$ cat src/rtl/bsp_pkg.sv
package bsp_pkg;
  typedef struct packed {
    logic sample;   // capture one incoming bit
    logic lastBit;  // current capture completes a word
    logic load;     // first launch of an output word
    logic shift;    // later launch of an output word
  } bsp_strobe_t;
endpackage

$ cat src/rtl/bsp_datapath.sv
module bsp_datapath
  import bsp_pkg::*;
#(
  parameter int WORD_W      = 16,
  parameter int SYNC_STAGES = 2
) (
  input  logic              clk,
  input  logic              rstN,
  input  logic              sclkIn,
  input  logic              frameNIn,
  input  logic              dataIn,
  input  logic              polarity,
  input  logic [WORD_W-1:0] resultWord,
  input  bsp_strobe_t       strb,
  output logic              capEdge,
  output logic              lchEdge,
  output logic              frameLow,
  output logic [WORD_W-1:0] rxWord,
  output logic              rxValid,
  output logic              dataOut
);
  // bit 0 sclk, bit 1 frame select, bit 2 data
  logic [2:0] syncPipe [SYNC_STAGES];
  logic sclkPrev;
  logic sclkS, dinS, riseS, fallS;
  logic [WORD_W-1:0] rxShift, txShift;

  always_ff @(posedge clk or negedge rstN) begin
    if (!rstN) begin
      for (int i = 0; i < SYNC_STAGES; i++) syncPipe[i] <= 3'b010;
      sclkPrev <= 1'b0;
    end else begin
      syncPipe[0] <= {dataIn, frameNIn, sclkIn};
      for (int i = 1; i < SYNC_STAGES; i++) syncPipe[i] <= syncPipe[i-1];
      sclkPrev <= sclkS;
    end
  end

  assign sclkS    = syncPipe[SYNC_STAGES-1][0];
  assign frameLow = ~syncPipe[SYNC_STAGES-1][1];
  assign dinS     = syncPipe[SYNC_STAGES-1][2];
  assign riseS    = sclkS & ~sclkPrev;
  assign fallS    = ~sclkS & sclkPrev;
  assign capEdge  = frameLow & (polarity ? riseS : fallS);
  assign lchEdge  = frameLow & (polarity ? fallS : riseS);

  always_ff @(posedge clk or negedge rstN) begin
    if (!rstN) begin
      rxShift <= '0;
      rxWord  <= '0;
      rxValid <= 1'b0;
    end else begin
      rxValid <= 1'b0;
      if (strb.sample) begin
        rxShift <= {rxShift[WORD_W-2:0], dinS};
        if (strb.lastBit) begin
          rxWord  <= {rxShift[WORD_W-2:0], dinS};
          rxValid <= 1'b1;
        end
      end
    end
  end

  always_ff @(posedge clk or negedge rstN) begin
    if (!rstN)            txShift <= '0;
    else if (strb.load)   txShift <= resultWord;
    else if (strb.shift)  txShift <= {txShift[WORD_W-2:0], 1'b0};
  end

  assign dataOut = txShift[WORD_W-1];

  a_r2_single_strobe: assert property (@(posedge clk) disable iff (!rstN)
    rxValid |=> !rxValid);
  a_r2_word_held: assert property (@(posedge clk) disable iff (!rstN)
    !rxValid |-> $stable(rxWord));
endmodule

$ cat src/rtl/bsp_control.sv
module bsp_control
  import bsp_pkg::*;
#(
  parameter int WORD_W   = 16,
  parameter int BURST_W  = 3,
  parameter int TURN_CYC = 2
) (
  input  logic               clk,
  input  logic               rstN,
  input  logic               capEdge,
  input  logic               lchEdge,
  input  logic               frameLow,
  input  logic               calReq,
  input  logic               calRead,
  input  logic [BURST_W-1:0] calWords,
  output bsp_strobe_t        strb,
  output logic               dataOe
);
  localparam int CNT_W  = $clog2(WORD_W);
  localparam int TURN_W = $clog2(TURN_CYC + 1);

  logic               dirOut, turning, lastBit, wordEnd;
  logic [TURN_W-1:0]  turnCnt;
  logic [CNT_W-1:0]   bitCnt;
  logic               pendCal, pendRd, inBurst, burstRd;
  logic [BURST_W-1:0] pendLen, burstLeft;

  assign lastBit      = bitCnt == CNT_W'(WORD_W - 1);
  assign wordEnd      = capEdge & lastBit & ~turning;
  assign strb.sample  = capEdge & ~dirOut;
  assign strb.lastBit = lastBit;
  assign strb.load    = lchEdge & dirOut & ~turning & (bitCnt == '0);
  assign strb.shift   = lchEdge & dirOut & ~turning & (bitCnt != '0);
  assign dataOe       = dirOut & frameLow;

  always_ff @(posedge clk or negedge rstN) begin
    if (!rstN)                      bitCnt <= '0;
    else if (!frameLow)             bitCnt <= '0;
    else if (capEdge && !turning)   bitCnt <= lastBit ? '0 : bitCnt + 1'b1;
  end

  always_ff @(posedge clk or negedge rstN) begin
    if (!rstN) begin
      dirOut <= 1'b0; turning <= 1'b0; turnCnt <= '0;
      pendCal <= 1'b0; pendRd <= 1'b0; pendLen <= '0;
      inBurst <= 1'b0; burstRd <= 1'b0; burstLeft <= '0;
    end else if (turning) begin
      if (turnCnt <= TURN_W'(1)) begin
        turning <= 1'b0;
        dirOut  <= 1'b0;
      end else begin
        turnCnt <= turnCnt - 1'b1;
      end
    end else if (capEdge) begin
      if (!dirOut) begin
        if (bitCnt == '0 && !inBurst) begin
          pendCal <= calReq;
          pendRd  <= calRead;
          pendLen <= calWords;
        end
        if (lastBit) begin
          if (inBurst) begin
            if (burstLeft == '0) begin
              inBurst <= 1'b0;
              dirOut  <= 1'b1;
            end else begin
              burstLeft <= burstLeft - 1'b1;
            end
          end else if (pendCal) begin
            inBurst   <= 1'b1;
            burstRd   <= pendRd;
            burstLeft <= pendLen;
            pendCal   <= 1'b0;
            dirOut    <= pendRd;
          end else begin
            dirOut <= 1'b1;
          end
        end
      end else if (lastBit) begin
        if (inBurst && burstRd && burstLeft != '0) begin
          burstLeft <= burstLeft - 1'b1;
        end else begin
          inBurst <= 1'b0;
          turning <= 1'b1;
          turnCnt <= TURN_W'(TURN_CYC);
        end
      end
    end
  end

  a_r8_read_burst_drives: assert property (@(posedge clk) disable iff (!rstN)
    (inBurst && burstRd) |-> dirOut);
  a_r9_write_burst_listens: assert property (@(posedge clk) disable iff (!rstN)
    (inBurst && !burstRd) |-> !dirOut);
  a_r6_release_after_turn: assert property (@(posedge clk) disable iff (!rstN)
    $fell(dirOut) |-> $past(turning));
  a_r4_drive_on_word_end: assert property (@(posedge clk) disable iff (!rstN)
    $rose(dirOut) |-> $past(wordEnd));
endmodule

$ cat src/rtl/bsp_port.sv
module bsp_port
  import bsp_pkg::*;
#(
  parameter int WORD_W      = 16,
  parameter int BURST_W     = 3,
  parameter int TURN_CYC    = 2,
  parameter int SYNC_STAGES = 2
) (
  input  logic               clk,
  input  logic               rstN,
  input  logic               sclkIn,
  input  logic               frameNIn,
  input  logic               polarity,
  input  logic               dataIn,
  input  logic [WORD_W-1:0]  resultWord,
  input  logic               calReq,
  input  logic               calRead,
  input  logic [BURST_W-1:0] calWords,
  output logic [WORD_W-1:0]  rxWord,
  output logic               rxValid,
  output logic               dataOut,
  output logic               dataOe
);
  bsp_strobe_t strb;
  logic capEdge, lchEdge, frameLow;

  bsp_datapath #(.WORD_W(WORD_W), .SYNC_STAGES(SYNC_STAGES)) dp_i (
    .clk(clk), .rstN(rstN), .sclkIn(sclkIn), .frameNIn(frameNIn),
    .dataIn(dataIn), .polarity(polarity), .resultWord(resultWord),
    .strb(strb), .capEdge(capEdge), .lchEdge(lchEdge), .frameLow(frameLow),
    .rxWord(rxWord), .rxValid(rxValid), .dataOut(dataOut)
  );

  bsp_control #(.WORD_W(WORD_W), .BURST_W(BURST_W), .TURN_CYC(TURN_CYC)) ctl_i (
    .clk(clk), .rstN(rstN), .capEdge(capEdge), .lchEdge(lchEdge),
    .frameLow(frameLow), .calReq(calReq), .calRead(calRead),
    .calWords(calWords), .strb(strb), .dataOe(dataOe)
  );
endmodule

$ cat config.mk
export PLATFORM = sky130hd
export DESIGN_NAME = bsp_port
export DESIGN_NICKNAME = d
export VERILOG_FILES = /design/src/rtl/bsp_pkg.sv /design/src/rtl/bsp_datapath.sv /design/src/rtl/bsp_control.sv /design/src/rtl/bsp_port.sv
export SDC_FILE = /design/constraint.sdc
export NUM_CORES = 1
export LEC_CHECK = 0
export ABC_AREA = 1
export BUFFER_PORTS_ARGS = -buffer_cell sky130_fd_sc_hd__buf_2
export CAP_MARGIN = 20
export CORE_MARGIN = 10
export CORE_UTILIZATION = 55
export DETAILED_ROUTE_END_ITERATION = 7
export PLACE_DENSITY_LB_ADDON = 0.15
export SYNTH_ARGS = -nofsm -noshare
export SYNTH_HDL_FRONTEND = slang
export SYNTH_SLANG_ARGS = --single-unit
$ cat constraint.sdc
create_clock -name clk -period 3.5 [get_ports clk]
set_input_delay 0.525 -clock clk [delete_from_list [all_inputs] [get_ports clk]]
set_output_delay 0.525 -clock clk [all_outputs]
set_load 0.01 [all_outputs]
## Yosys cells after proc, flatten, opt, wreduce, memory -nomap -nowiden

Index checks and enable logic that the tools add are counted.

| cells by class | value |
|---|---|
| $add $sub $neg | 3 |
| order comparisons | 1 |
| eq/ne operators | 7 |
| multiplexer cells | 47 |
| bitwise operators | 16 |
| reduce and logical (&&, ||, !) cells | 24 |

Operators by type and width:

| kind | number |
|---|---|
| $mux 16 | 2 |
| $mux 1 | 29 |
| $mux 3 | 7 |
| $mux 2 | 6 |
| $mux 4 | 3 |
| $reduce_and 6->1 | 2 |
| $and 1x1->1 | 10 |
| $reduce_bool 2->1 | 5 |
| $ne 2x2->1 const B | 4 |
| $reduce_and 4->1 | 2 |
| $not 1->1 | 6 |
| $reduce_bool 3->1 | 2 |
| $reduce_and 5->1 | 1 |
| $add 4x1->4 const B | 1 |
| $eq 4x4->1 const B | 1 |
| $logic_and 1x1->1 | 4 |
| $logic_not 4->1 | 1 |
| $reduce_and 2->1 | 2 |
| $reduce_bool 4->1 | 1 |
| $logic_not 3->1 | 1 |
| $ne 3x2->1 const B | 1 |
| $reduce_and 3->1 | 1 |
| $sub 3x1->3 const B | 1 |
| $le 2x1->1 const B | 1 |
| other kinds (3) | 4 |

| storage, ports and cells | value |
|---|---|
| bits in registers | 73 |
| input port bits | 27 |
| output and inout port bits | 19 |
| logic and storage cells | 115 |

## Logic depth before layout (Yosys ltp)

Gate-level depths: netlist (run 1).

| logic depth | value |
|---|---|
| depth in word-level cells | 9 |
| gate-level depth with buffers | 10 |
| gate-level depth less buffers | 10 |

## Modules after synthesis

Synthesis (run 1) repeated with hierarchy kept, for this count alone.

| unflattened totals | value |
|---|---|
| cell total of the unflattened synthesis | 359 |
| area total of the unflattened synthesis | 3171.8 µm² |

Modules (own cells, without submodules):

| module | times used | cells each | area each (µm²) | sequential area each (µm²) |
|---|---|---|---|---|
| bsp_datapath | 1 | 225 | 2107.0 | 1378.8 |
| bsp_control | 1 | 134 | 1064.8 | 450.4 |

## Worst setup path before layout (run 1)

No wires, ideal clock.

| timing path | value |
|---|---|
| path kind | flip-flop to flip-flop |
| start point | register ctl_i.bitCnt[0] |
| end point | register dp_i.txShift[15] |
| setup time | 0.126 ns |
| arrival | 1.222 ns |
| required time | 3.374 ns |
| path slack | 2.152 ns |
| stages on the path, launching flop included | 8 |
| buffers on the path | 1 |
| period minus slack after synthesis | 1.348 ns |
| cell sequence | dfrtp_1 inv_1 ha_1 nand2_1 clkbuf_1 a21oi_1 nand2_1 o21ai_0 |

| on the way | value |
|---|---|
| word-level cells in the longest chain between the ends | 3 |
| elaborated cells on any way between the ends | 6 |
| those cells by class | 1 x mux; 2 x bitwise; 3 x reduce/logical |

RTL lines:

| what | line | source |
|---|---|---|
| start: declaration | bsp_control.sv:24 | `logic [CNT_W-1:0] bitCnt;` |
| start signal: assignment | bsp_control.sv:39 | `else if (capEdge && !turning) bitCnt <= lastBit ? '0 : bitCnt + 1'b1;` |
| $logic_not 4->1 or $reduce_bool 4->1 (tied branches) | bsp_control.sv:32, bsp_control.sv:33 |  |
| $and 1x1->1 (on tied branches) | bsp_control.sv:32, bsp_control.sv:33 |  |
| $mux 16 or $reduce_bool 2->1 (tied branches) | - |  |
| end signal: assignment | bsp_datapath.sv:66 | `else if (strb.load) txShift <= resultWord;` |
| end signal: assignment | bsp_datapath.sv:67 | `else if (strb.shift) txShift <= {txShift[WORD_W-2:0], 1'b0};` |
| end: declaration | bsp_datapath.sv:26 | `logic [WORD_W-1:0] rxShift, txShift;` |

Parallel ways exist; a longest one is shown, timed or not.
A chain may end at the register's enable or synchronous reset.

## Worst setup path in the final report (run 1)

| timing path | value |
|---|---|
| start point | register dp_i.syncPipe, in the netlist dp_i.sclkS |
| end point | register dp_i.rxWord[7] |

| on the way | value |
|---|---|
| word-level cells in the longest chain between the ends | 6 |
| elaborated cells on any way between the ends | 7 |
| those cells by class | 1 x mux; 5 x bitwise; 1 x reduce/logical |

RTL lines:

| what | line | source |
|---|---|---|
| start: declaration | bsp_datapath.sv:23 | `logic [2:0] syncPipe [SYNC_STAGES];` |
| $not 1->1 | bsp_datapath.sv:43 | `assign fallS = ~sclkS & sclkPrev;` |
| $and 1x1->1 | bsp_datapath.sv:43 |  |
| $mux 1 * | bsp_datapath.sv:44 | `assign capEdge = frameLow & (polarity ? riseS : fallS);` |
| $and 1x1->1 * | bsp_datapath.sv:44 |  |
| $and 1x1->1 * | bsp_control.sv:30 | `assign strb.sample = capEdge & ~dirOut;` |
| $reduce_and 2->1 (no line) * | - |  |
| end signal: assignment | bsp_datapath.sv:57 | `rxWord <= {rxShift[WORD_W-2:0], dinS};` |
| end: declaration | bsp_datapath.sv:18 | `output logic [WORD_W-1:0] rxWord,` |

Every way passes the cells marked *; elsewhere a longest branch is shown, timed or not.

==> metrics list, run 1 <==
- The flow ran to the end, and the final reports show no timing, DRC or antenna violations.
- In this run, distinct cell masters in the synthesized netlist total 32.
- Portion of the clock cycle consumed by the worst path in the final layout: just over 60%
- Max-cap violation count: 0
- Initial core utilization: 55.8%
- Clock transition at path regs: approximately 80 ps
* GRT Util Overall: a little over an eighth
- Wire length of the first global-routing pass: 10.5 mm
- Slew HR: 37.8%
- Clock latency reported for the late side of the worst-skew pair: 340 ps
- Critical Path Source Type: register
- Of the post-synthesis cell area, the dominant cell type holds between 50% and 60%.
- TritonCTS built the clock tree.
- Post-route DRC violation count: 0
* Critical path fanouts, max: 32
- In the final timing run, aggregate negative setup slack is 0 ps.
- For the worst setup path, the data arrival time is approximately 2400 ps.
* Smallest hold slack: around 56 ps
- Vias in the first global route: about 2400
* Post-layout instance area: between 0.003 and 0.004 mm^2
- Worst setup path class: reg2reg
* Inst Count DP: 486
- Setup slack, reg-to-reg: about 1300 ps
- CTS Hold Bufs: 0
- The pre-antenna-repair detailed-routing pass consisted of 4 iterations.
* Synthesized netlist net count: between 400 and 500
- Fraction of layout cells with a size suffix above 1: between 10% and 20%
- Number of clock buffers inserted by TritonCTS: 9
* Number of antenna violations at the first check in global routing: 0
- Die Span Y: 97.1 um
* I/O pins: between 40 and 50
* Area occupied by registers: between 0.0015 and 0.002 mm^2
- Std-Cell Core Area: approximately 0.006 mm^2
- Wires add up to 6.22 mm.
- CTS Buffer Depth: 2
- Post-layout min period: 2170 ps
- Setup violations remaining at the end of the flow were counted as 0.
- Derived from the worst setup path, the maximum achievable clock frequency is around 460 MHz.
- Static leakage power: 1.92 nW
- Standard-cell row count: 28
- Routed length per instance: around 12 um
- Biggest area consumer among synthesized cells: dfrtp_1
- In the synthesized netlist, the number of instances is 377.
- Layout Cells excl Fill: between 500 and 600
* Max Transition Viols Final: 0
- Area enclosed by the die boundary: between 0.009 and 0.01 mm^2
* Synthesis warning total: 0
* Setup repair bufs after CTS: 0
- The tightest min-delay check is of the in2async type.
- GRT overflow: 0
- The average instance in the mapped netlist occupies 8.67 um^2.
* Worst setup skew after layout: about 6.1 ps
- After filler insertion, the fill cell instance count of the layout stands at around 500.
- The worst setup path is captured at a register.
* Maximum number of pins on one net before global-route repair: a little over 50
* N_diodes: 0
- Setup repair after global routing left no endpoint under its margin.
- Maximum level of the CTS H-tree: 3
- IR analysis of the VDD net gives a maximum drop of approximately 0.29 mV.
- Relative to the synthesized area, the layout overhead comes to 14.1%.
* Top post-synthesis cells by area: dfrtp_1 54%, nand2_1 12%, o21ai_0 8.3%
* Multi-input gate area: 0.00115 mm^2
- Port-buffer cells: 45
- The number of hold-slack violations in the final timing report was 0.
- The number of gates resized after CTS was 0.
- Dividing the detail-routed via count by the number of cells gives 4.93.
* Number of routed nets with antenna violations: 0
- Across all layers, the routed design uses about 2500 vias.
- Routability-driven placement finished with a final weighted congestion of about 0.86.
* Power Dens Cells: roughly 460 mW/mm^2
* Post-synthesis cell area: approximately 0.0033 mm^2
- Register area share after synthesis: around 56%
- Data on the critical path is required at its endpoint by approximately 3800 ps.
- In this run, the number of DRC markers left after iteration 0 of detailed routing was ~150.
- Measured slew at the worst slew-check pin: 931 ps
- Clk sink count: between 70 and 80
* Yosys reg bits: 73
- In the final design database the tool counted approximately 460 nets.
- Post-detail-place hpwl: approximately 4.3 mm
- Horiz. Die Dim: between 90 and 100 um
* Placed cell areas: about 0.0035 mm^2
- Clock tree synthesis selected as its root buffer the cell clkbuf_8.
## cell type report
cell class                 count  share of cell area [%]
sequential                    73                    49.1
multi-input combinational    241                    31.0
timing repair buffer          48                    6.98
inverter                      50                    5.03
clock buffer                  10                    3.69
tap                           75                    2.52
clock inverter                 6                    1.74
## final timing paths
check                                            from                     endpoint  cells past startpoint
setup / recovery                 dp_i.sclkS$_DFF_PN0_   dp_i.rxWord[7]$_DFFE_PN0P_                      7
min in group clk                             frameNIn   dp_i.syncPipe[4]$_DFF_PN1_                      1
max in group asynchronous                        rstN   dp_i.rxWord[5]$_DFFE_PN0P_                      3
hold reg to reg            dp_i.syncPipe[5]$_DFF_PN0_          dp_i.dinS$_DFF_PN0_                      0
hold / removal                                   rstN  ctl_i.bitCnt[0]$_DFFE_PN0P_                      1
setup reg to reg                 dp_i.sclkS$_DFF_PN0_   dp_i.rxWord[7]$_DFFE_PN0P_                      7
## state kept, by name, summed over array words and instances (netlist names)
signal / flops
ctl_i.bitCnt: 4
ctl_i.burstLeft: 3
ctl_i.burstRd: 1
ctl_i.dirOut: 1
ctl_i.inBurst: 1
ctl_i.pendCal: 1
ctl_i.pendLen: 3
ctl_i.pendRd: 1
ctl_i.turnCnt: 2
ctl_i.turning: 1
dp_i.dinS: 1
dp_i.rxShift: 15
dp_i.rxValid: 1
dp_i.rxWord: 16
dp_i.sclkPrev: 1
dp_i.sclkS: 1
dp_i.syncPipe: 4
dp_i.txShift: 16
## worst max-delay path: stages (launching register included)
cell and delay, ps:
dfrtp_1 430, inv_1 80, nand2_1 110, nand2_2 120
nand3_4 110, nor2_4 460, nand2_2 450, o21ai_0 310
## cells in the mapped netlist
cell type	instances
nand3_4	1
o21ai_1	3
inv_2	1
clkbuf_2	1
dfrtp_1	71
nand2_1	106
nor2_1	26
clkbuf_1	2
xor2_1	1
a21oi_4	1
a21oi_1	19
nand4_1	3
o21a_1	1
nand3_1	6
nand3_2	1
o21ai_0	54
mux2i_1	1
o22ai_1	1
ha_1	5
bufbuf_16	1
nor3_1	2
xnor2_1	1
o31ai_1	1
nand2_2	2
dfstp_2	2
buf_4	2
nand3b_1	2
nor3b_1	1
nor2_4	2
inv_1	49
buf_2	7
o211ai_1	1
## through the flow
step,setup WS (ps),utilization [%],power [mW]
finish,1330,63.7,1.73
global route,1120,63.7,1.82
CTS,1330,63.4,1.75
detailed placement,1230,59.9,1.08
global placement,1350,59.9,1.08
floorplan,2150,-,1.03
## per-layer routing
layer	track usage, %	vias up	part of all wire [%]
met3	3.41	8	4.1
met2	21.1	49	45
li1	-	1281	-
met5	0	-	0
met1	16.0	1143	49
met4	6.70	0	1.3
## layout by cell type, fill, tap and decap left out, types with 2 or more instances in the layout
master / count
o21ai_1: 3
nor2_4: 2
dfstp_2: 2
buf_2: 45
ha_1: 5
o21ai_0: 54
clkbuf_8: 10
nand3b_1: 2
dfrtp_1: 71
nor2_1: 26
nand2_1: 106
buf_4: 2
nand4_1: 3
nand3_1: 6
nand2_2: 2
clkinv_2: 2
inv_1: 49
nor3_1: 2
a21oi_1: 19
## cells by family (layout without fill, tap and decap cells)
| family | after synthesis | after routing | synth area share, % |
|---|---|---|---|
| buf+inv | 63 | 114 | 8.66 |
| mux | 1 | 1 | 0.306 |
| flops | 73 | 73 | 56.0 |
| simple gates | 152 | 152 | 19.6 |
| xor+xnor | 2 | 2 | 0.536 |
| compound gates | 81 | 81 | 13.0 |
| fa+ha+maj | 5 | 5 | 1.91 |
## power breakdown
group | internal (mW) | leakage [nW] | switching (mW) | total (mW)
logic | 0.0497 | 0.930 | 0.100 | 0.150
clock network | 0.350 | 0.103 | 0.313 | 0.663
registers | 0.892 | 0.883 | 0.0267 | 0.918
total | 1.29 | 1.92 | 0.440 | 1.73
No activity file was read; power rests on OpenSTA's default activity.
==> run 2, diff against run 1 <==
==> constraint.sdc (replaced) <==
create_clock -name clk -period 2.2 [get_ports clk]
set_input_delay 0.33 -clock clk [delete_from_list [all_inputs] [get_ports clk]]
set_output_delay 0.33 -clock clk [all_outputs]
set_load 0.01 [all_outputs]
==> metrics list, run 2 (synthesis results as in run 1) <==
* Outcome: complete, but fails checks
* Failing checks: negative hold slack
- Portion of the clock cycle consumed by the worst path in the final layout: 77.2% (+15 points)
* Multi-input gate area: 0.00115 mm^2 (unchanged)
* GRT overflow: 0 (unchanged)
- The full die area was 0.00942 mm^2 (unchanged).
- Vias per cell: 5.00 (+1.4%)
- Worst setup startpoint: ctl_i.bitCnt[0]$_DFFE_PN0P_
* Std-Cell Core Area: 0.00585 mm^2 (unchanged)
- The number of gates resized after cts came to 0 (unchanged).
- The starting DRC count in detailed routing is 170 (+12%).
- Vias in the first global route: 2419 (+1.3%)
* Routability cong.: 0.813 (-5.2%)
- Max-cap violation count: 0 (unchanged)
* Setup crit end: dp_i.rxWord[0]$_DFFE_PN0P_
- Static leakage power: 1.92 nW (+0.21%)
- The final routed wire length divided by cell count came to 12.9 um (+3.9%).
- The worst max-slew margin expressed relative to the limit is 56.9% (+19 points).
* Number of endpoints with negative hold slack in the final report: 5 (+5)
- TritonCTS clock tree: done
* Ordered list of cells on the worst path: ha_1, nand3_1, inv_1, nand2_2, inv_1, nand2_1, nand2_1
* Slowest stage cell, crit path: dfrtp_1
* Clock latency reported for the late side of the worst-skew pair: 340 ps (about the same)
- The number of endpoints failing setup at the final stage was 0 (unchanged).
* Number of cell instances on the worst register-to-register path: 7 (unchanged)
- Destination of the worst register-to-register timing path: dp_i.rxWord[0]$_DFFE_PN0P_
- CTS Hold Bufs: 0 (unchanged)
* GRT Util Overall: 13.4% (+0.18 points)
- The number of detailed-route iterations in the first pass came to 4 (unchanged).
- Max Transition Viols Final: 0 (unchanged)
* Worst setup skew after layout: 5.36 ps (-0.730 ps)
* Maximum clock frequency: 589 MHz (+28%)
- Port-buffer cells: 45 (unchanged)
- Die Span Y: 97.1 um (unchanged)
* Initial core utilization: 55.8% (unchanged)
- N_diodes: 0 (unchanged)
- Arrival time of data at the critical path endpoint: 1930 ps (-490 ps)
- Measured slew at the worst slew-check pin: 645 ps (-286 ps)
* RSZ-0062 raised after global routing: false
- Power Dens Cells: 761 mW/mm^2 (+64%)
* CTS Buffer Depth: 2 (unchanged)
- The clock-pin slew reported for the worst setup and hold paths after clock tree synthesis is 80 ps (about the same).
- Setup repair bufs after CTS: 0 (unchanged)
* Endpoint type of the worst setup path: register
- Post-route DRC violation count: 0 (unchanged)
- Reg2Reg Launch Point: ctl_i.bitCnt[0]$_DFFE_PN0P_
* Global-route met3 utilization: 4.13% (+0.71 points)
- The largest stage delay on the critical path was 420 ps (-40 ps).
- The total of fill cells in the finished design came to 515 (+2.6%).
- Commonest cells after routing, fill and taps aside: 106 x nand2_1, 71 x dfrtp_1, 54 x o21ai_0
* Critical path fanouts, max: 32 (unchanged)
- The met1 track demand over resource in global routing was 15.9% (-0.079 points).
- Registers with the most flip-flops: dp_i.rxWord x16, dp_i.txShift x16, dp_i.rxShift x15
- Fraction of layout cells with a size suffix above 1: 16.9% (-0.43 points)
- The die outline width was 97.1 um (unchanged).
* Setup slack, reg-to-reg: 500 ps (-830 ps)
- The critical path data required time was 2430 ps (-1320 ps).
- The number of nets in the final layout is 455 (unchanged).
- The tightest hold margin was -9.67 ps (-65.7 ps).
* Number of clock buffers inserted by TritonCTS: 9 (unchanged)
- The detailed-placement wirelength estimate was 4.40 mm (+1.9%).
- I/O pins: 46 (unchanged)
- Number of antenna violations at the first check in global routing: 0 (unchanged)
* Setup total negative slack: 0 ps (unchanged)
- Detailed-route via count: 2511 (+1.2%)
- Root cell of the clock tree: clkbuf_8
* Clk sink count: 73 (unchanged)
- The peak ir drop on the vdd network came to 0.521 mV (+82%).
- The first-pass GRT wire length is 10.7 mm (+1.7%).
- The setup path with the least slack is of type reg2reg.
* Number of routed nets with antenna violations: 0 (unchanged)
- The number of H-tree levels came to 3 (unchanged).
- Most common cell after layout, fill and taps aside: nand2_1
- Standard-cell row count: 28 (unchanged)
- Post-layout min period: 1700 ps (-471 ps)
* Area occupied by registers: 0.00183 mm^2 (unchanged)
- Critical Path Source Type: register
- Grt met2 use: 21.6% (+0.51 points)
- The largest net degree at the start of global routing was 74 (+45%).
- The worst hold path belongs to the class in2async.
* Total power consumption of the routed design: 2.85 mW (+65%)
* Syn-to-layout area delta: 14.6%
* Routed WL: 6.45 mm (+3.7%)
- Global-route layer with the greatest usage: met2
==> run 2: worst min path at each step <==
stage,slack [ps],to,start,depth (start not counted)
floorplan,30,ctl_i.bitCnt[0]$_DFFE_PN0P_,rstN,0
global placement,330,dp_i.dinS$_DFF_PN0_,dp_i.syncPipe[5]$_DFF_PN0_,0
detailed placement,350,dp_i.syncPipe[1]$_DFF_PN1_,dp_i.syncPipe[4]$_DFF_PN1_,0
CTS,20,ctl_i.bitCnt[3]$_DFFE_PN0P_,rstN,2
global route,40,dp_i.rxWord[11]$_DFFE_PN0P_,rstN,2
finish,-10,dp_i.txShift[1]$_DFFE_PN0P_,rstN,2
==> run 2: layer usage <==
layer	part of all wire, %	vias up
met5	0	-
met4	1.4	0
met3	5.5	11
met2	46	54
met1	47	1169
li1	-	1277
==> run 2: worst max-delay path, delay by kind of cell, from the launching register on <==
kind	cells	cell delay, ps
flops	1	420
fa+ha+maj	1	240
simple gates	4	690
buf+inv	2	240
==> run 2: per-stage QoR <==
stage | worst slack, ps | utilization [%] | std cells | area [um^2]
after detailed placement | 516 | 60.3 | 487 | 3530
final | 502 | 64.0 | 502 | 3740
after global routing | 332 | 64.0 | 502 | 3740
after global placement | 547 | 60.3 | 487 | 3530
after CTS | 501 | 64.0 | 502 | 3740
after floorplan | 852 | - | 377 | 3270
==> run 2: cell type report <==
class / instances / share of cell area (%)
inverter: 50 / 5.01
clock inverter: 4 / 2.04
tap: 75 / 2.51
sequential: 73 / 48.9
clock buffer: 11 / 3.78
timing repair buffer: 48 / 6.95
multi-input combinational: 241 / 30.8
==> run 2: power breakdown <==
group / leakage (nW) / internal [mW] / switching [mW]
logic: 0.930 / 0.0818 / 0.160
clock network: 0.106 / 0.668 / 0.480
registers: 0.883 / 1.42 / 0.0417
==> run 3, diff against run 2 <==
--- a/config.mk
+++ b/config.mk
@@ -5,7 +5,7 @@
 export SDC_FILE = /design/constraint.sdc
 export NUM_CORES = 1
 export LEC_CHECK = 0
-export ABC_AREA = 1
+export ABC_AREA = 0
 export BUFFER_PORTS_ARGS = -buffer_cell sky130_fd_sc_hd__buf_2
 export CAP_MARGIN = 20
 export CORE_MARGIN = 10
==> constraint.sdc (replaced) <==
create_clock -name clk -period 1.6 [get_ports clk]
set_input_delay 0.24 -clock clk [delete_from_list [all_inputs] [get_ports clk]]
set_output_delay 0.24 -clock clk [all_outputs]
set_load 0.01 [all_outputs]
==> metrics list, run 3 <==
- The flow ran to the end, but the final reports show violations.
- Failing checks: negative setup slack
* Clock transition at path regs: 80 ps (about the same)
- Endpoint type of the worst setup path: register
* Mean instance size in the synthesized netlist: 12.7 um^2 (+46%)
- The ratio of routed vias to standard cells is 5.38 (+7.5%).
* Horiz. Die Dim: 96.7 um (-0.38%)
* Max-cap violation count: 0 (unchanged)
* Std-Cell Core Area: 0.00561 mm^2 (-4.1%)
* Post-route DRC violation count: 0 (unchanged)
- Type of the worst min-delay path: in2reg
- The worst setup path is launched from a register.
- The total detailed-routing wirelength came to 7.14 mm (+11%).
- Die Span Y: 96.7 um (-0.38%)
* Number of detailed-routing iterations run before antenna repair: 4 (unchanged)
- GRT Util Overall: 14.6% (+1.3 points)
- Standard-cell row count: 27 (-3.6%)
* Initial core utilization: 57.7% (+1.9 points)
* Worst setup slack after layout: -301 ps (-803 ps)
- Clk sink count: 73 (unchanged)
- The clock latency on the worst-skew pair came to 340 ps (about the same).
* Detailed-route via count: 2232 (-11%)
* N_diodes: 0 (unchanged)
- Setup repair after global routing could not meet its margin everywhere.
- Commonest cells after routing, fill and taps aside: 71 x dfrtp_1, 45 x buf_2, 35 x mux2_4
- Leaving out fill and tap cells, the most frequent cell in the layout is dfrtp_1.
* Routed length per instance: 17.2 um (+34%)
- Most used DFF post-synth: dfrtp_1
- Number of library cell types mapped by synthesis: 48 (+50%)
- Final Util: 77.2% (+13 points)
- Maximum number of pins on one net before global-route repair: 74 (unchanged)
- The async set or reset register ratio after synthesis was 100% (unchanged).
- Wire length of the first global-routing pass: 11.5 mm (+8.3%)
- Arrival time of data at the critical path endpoint: 2120 ps (+190 ps)
* Fraction of layout cells with a size suffix above 1: 44.6% (+28 points)
- The post-route clock period utilization came to 119% (+42 points).
- The synthesized design spends more area on one cell type than any other, namely dfrtp_1.
* Post-layout min period: 1900 ps (+203 ps)
- Top post-synthesis cells by area: dfrtp_1 55%, mux2_2 10%, mux2i_1 4.9%
* Total power consumption of the routed design: 4.47 mW (+57%)
- The number of antenna violations at the first check in global routing is 0 (unchanged).
- The reported leakage power was 2.06 nW (+7.5%).
- Top post-synthesis cells by count: 71 x dfrtp_1, 29 x mux2_2, 22 x nand2_1, 20 x o21ai_0, 16 x mux2i_1
- TritonCTS clock tree: done
- The total CTS buffers came to 9 (unchanged).
- The number of synthesized flops with an enable pin was 0 (unchanged).
* Post-synthesis cell area: 0.00324 mm^2 (-0.96%)
- Post-detail-place hpwl: 4.62 mm (+5.0%)
- The final RePlAce weighted congestion is 0.773 (-4.9%).
* Maximum level of the CTS H-tree: 3 (unchanged)
- Port-buffer cells: 45 (unchanged)
- Yosys reg bits: 73 (unchanged)
* Worst setup path class: reg2reg
- CP Data Required Time: 1820 ps (-610 ps)
- The number of endpoints failing setup at the final stage came to 44 (+44).
* Slew HR: 54.5% (-2.4 points)
- Synthesized netlist net count: 287 (-30%)
* Worst supply voltage drop on vdd: 1.16 mV (+120%)
- The worst setup skew after layout was 8.72 ps (+3.36 ps).
- The register area share after synthesis came to 56.5% (+0.54 points).
- Maximum clock frequency: 526 MHz (-11%)
* Registers with the most flip-flops: dp_i.rxWord x16, dp_i.txShift x16, dp_i.rxShift x15
* GRT overflow: 0 (unchanged)
* Number of endpoints with negative hold slack in the final report: 0 (-5)
- Synthesis warning total: 0 (unchanged)
- CTS Buffer Depth: 2 (unchanged)
- Critical path fanouts, max: 5 (-84%)
* Post-Syn Instances: 255 (-32%)
- The actual slew at the worst max-slew pin came to 679 ps (+34.0 ps).
* Max Transition Viols Final: 0 (unchanged)
- The full die area is 0.00935 mm^2 (-0.76%).
* NumNets Final: 370 (-19%)
- The number of nets still failing antenna checks after routing was 0 (unchanged).
- From synthesis to final layout, the design area changed by 33.8%.
- Most numerous cell in the Yosys netlist: dfrtp_1
- The fraction of synthesized cell area taken by the top area cell type is 54.9% (+0.53 points).
- The total of fill cells in the finished design is 346 (-33%).
- DR iter-0 viols: 113 (-34%)
- The number of top-level pins came to 46 (unchanged).
* Root cell of the clock tree: clkbuf_8
- The via count of the first global-routing pass came to 2357 (-2.6%).
* Power Dens Cells: 1030 mW/mm^2 (+36%)
## run 3: cell types whose count changed after synthesis, moves of 9 or more
cell     change
mux2_2      +29
nand2_1     -84
nor2_1      -17
o21ai_0     -34
mux2i_1     +15
mux2_4       +9
a21oi_1     -16
inv_1       -39
## run 3: per-layer routing
layer / part of all wire, % / routed length (um) / GRT usage, %
met5: 0 / 0 / 0
met4: 1.7 / 123 / 5.98
met3: 3.5 / 252 / 3.90
met2: 51 / 3660 / 23.5
met1: 44 / 3110 / 18.2
## run 3: what timing repair did
| action | in CTS | in global routing |
|---|---|---|
| hold buffers | 4 | 0 |
| pin swaps | 4 | 4 |
| hold endpoints to repair | 74 | 0 |
| gates cloned | 0 | 1 |
| setup buffers | 3 | 2 |
| endpoints found under the setup margin | 54 | 64 |
| gates resized for setup | 14 | 36 |
## run 3: worst max-delay path, cell delays in order (launching register included)
cell	delay, ps
dfstp_2	380
or4b_4	560
a2111oi_4	350
buf_6	190
mux2_4	300
## run 3: cell type report
| cell class | count | area (um^2) | share of cell area, % |
|---|---|---|---|
| multi-input cells | 161 | 1510 | 34.9 |
| clock buffers | 10 | 128 | 2.95 |
| well taps | 72 | 90.1 | 2.08 |
| clock inverters | 6 | 115 | 2.66 |
| inverters | 10 | 37.5 | 0.867 |
| flip-flops and latches | 73 | 1830 | 42.3 |
| repair buffers | 83 | 621 | 14.3 |
## run 3: per-stage QoR
stage	TNS (ps)	hold slack, ps	std cells	instance area (um^2)	worst slack [ps]
detailed placement	-11350	296	390	3800	-321
finish	-9860	143	415	4330	-301
CTS	-10420	132	413	4180	-283
global route	-12070	133	415	4330	-349
global placement	-10450	296	390	3800	-304
floorplan	-11430	-55.6	255	3330	-414
## run 3: power by group
group	internal [mW]	total (mW)	switching (mW)
clock	1.05	1.76	0.715
sequential	1.99	2.11	0.118
combinational	0.356	0.594	0.238
## run 3: kinds of logic after synthesis
kind of cell             Yosys count  share of synthesized area (%)
AND/OR/NAND/NOR                   58                           9.20
buffers and inverters             21                           3.29
flip-flops                        73                           56.5
XOR/XNOR                           1                          0.271
adder cells (fa/ha/maj)            5                           1.93
AO/OA/AOI/OAI                     43                           9.55
multiplexers                      54                           19.2
## run 3: final timing paths
check,start,to,slack (ps),depth (start not counted)
max reg2reg,dp_i.syncPipe[1]$_DFF_PN1_,ctl_i.pendRd$_DFFE_PN0P_,-300,4
min,calWords[2],ctl_i.pendLen[2]$_DFFE_PN0P_,140,2
min in group asynchronous,rstN,ctl_i.turning$_DFF_PN0_,440,3
min reg2reg,dp_i.syncPipe[3]$_DFF_PN0_,dp_i.sclkS$_DFF_PN0_,350,0
max,dp_i.syncPipe[1]$_DFF_PN1_,ctl_i.pendRd$_DFFE_PN0P_,-300,4
max in group asynchronous,rstN,dp_i.syncPipe[4]$_DFF_PN1_,830,3
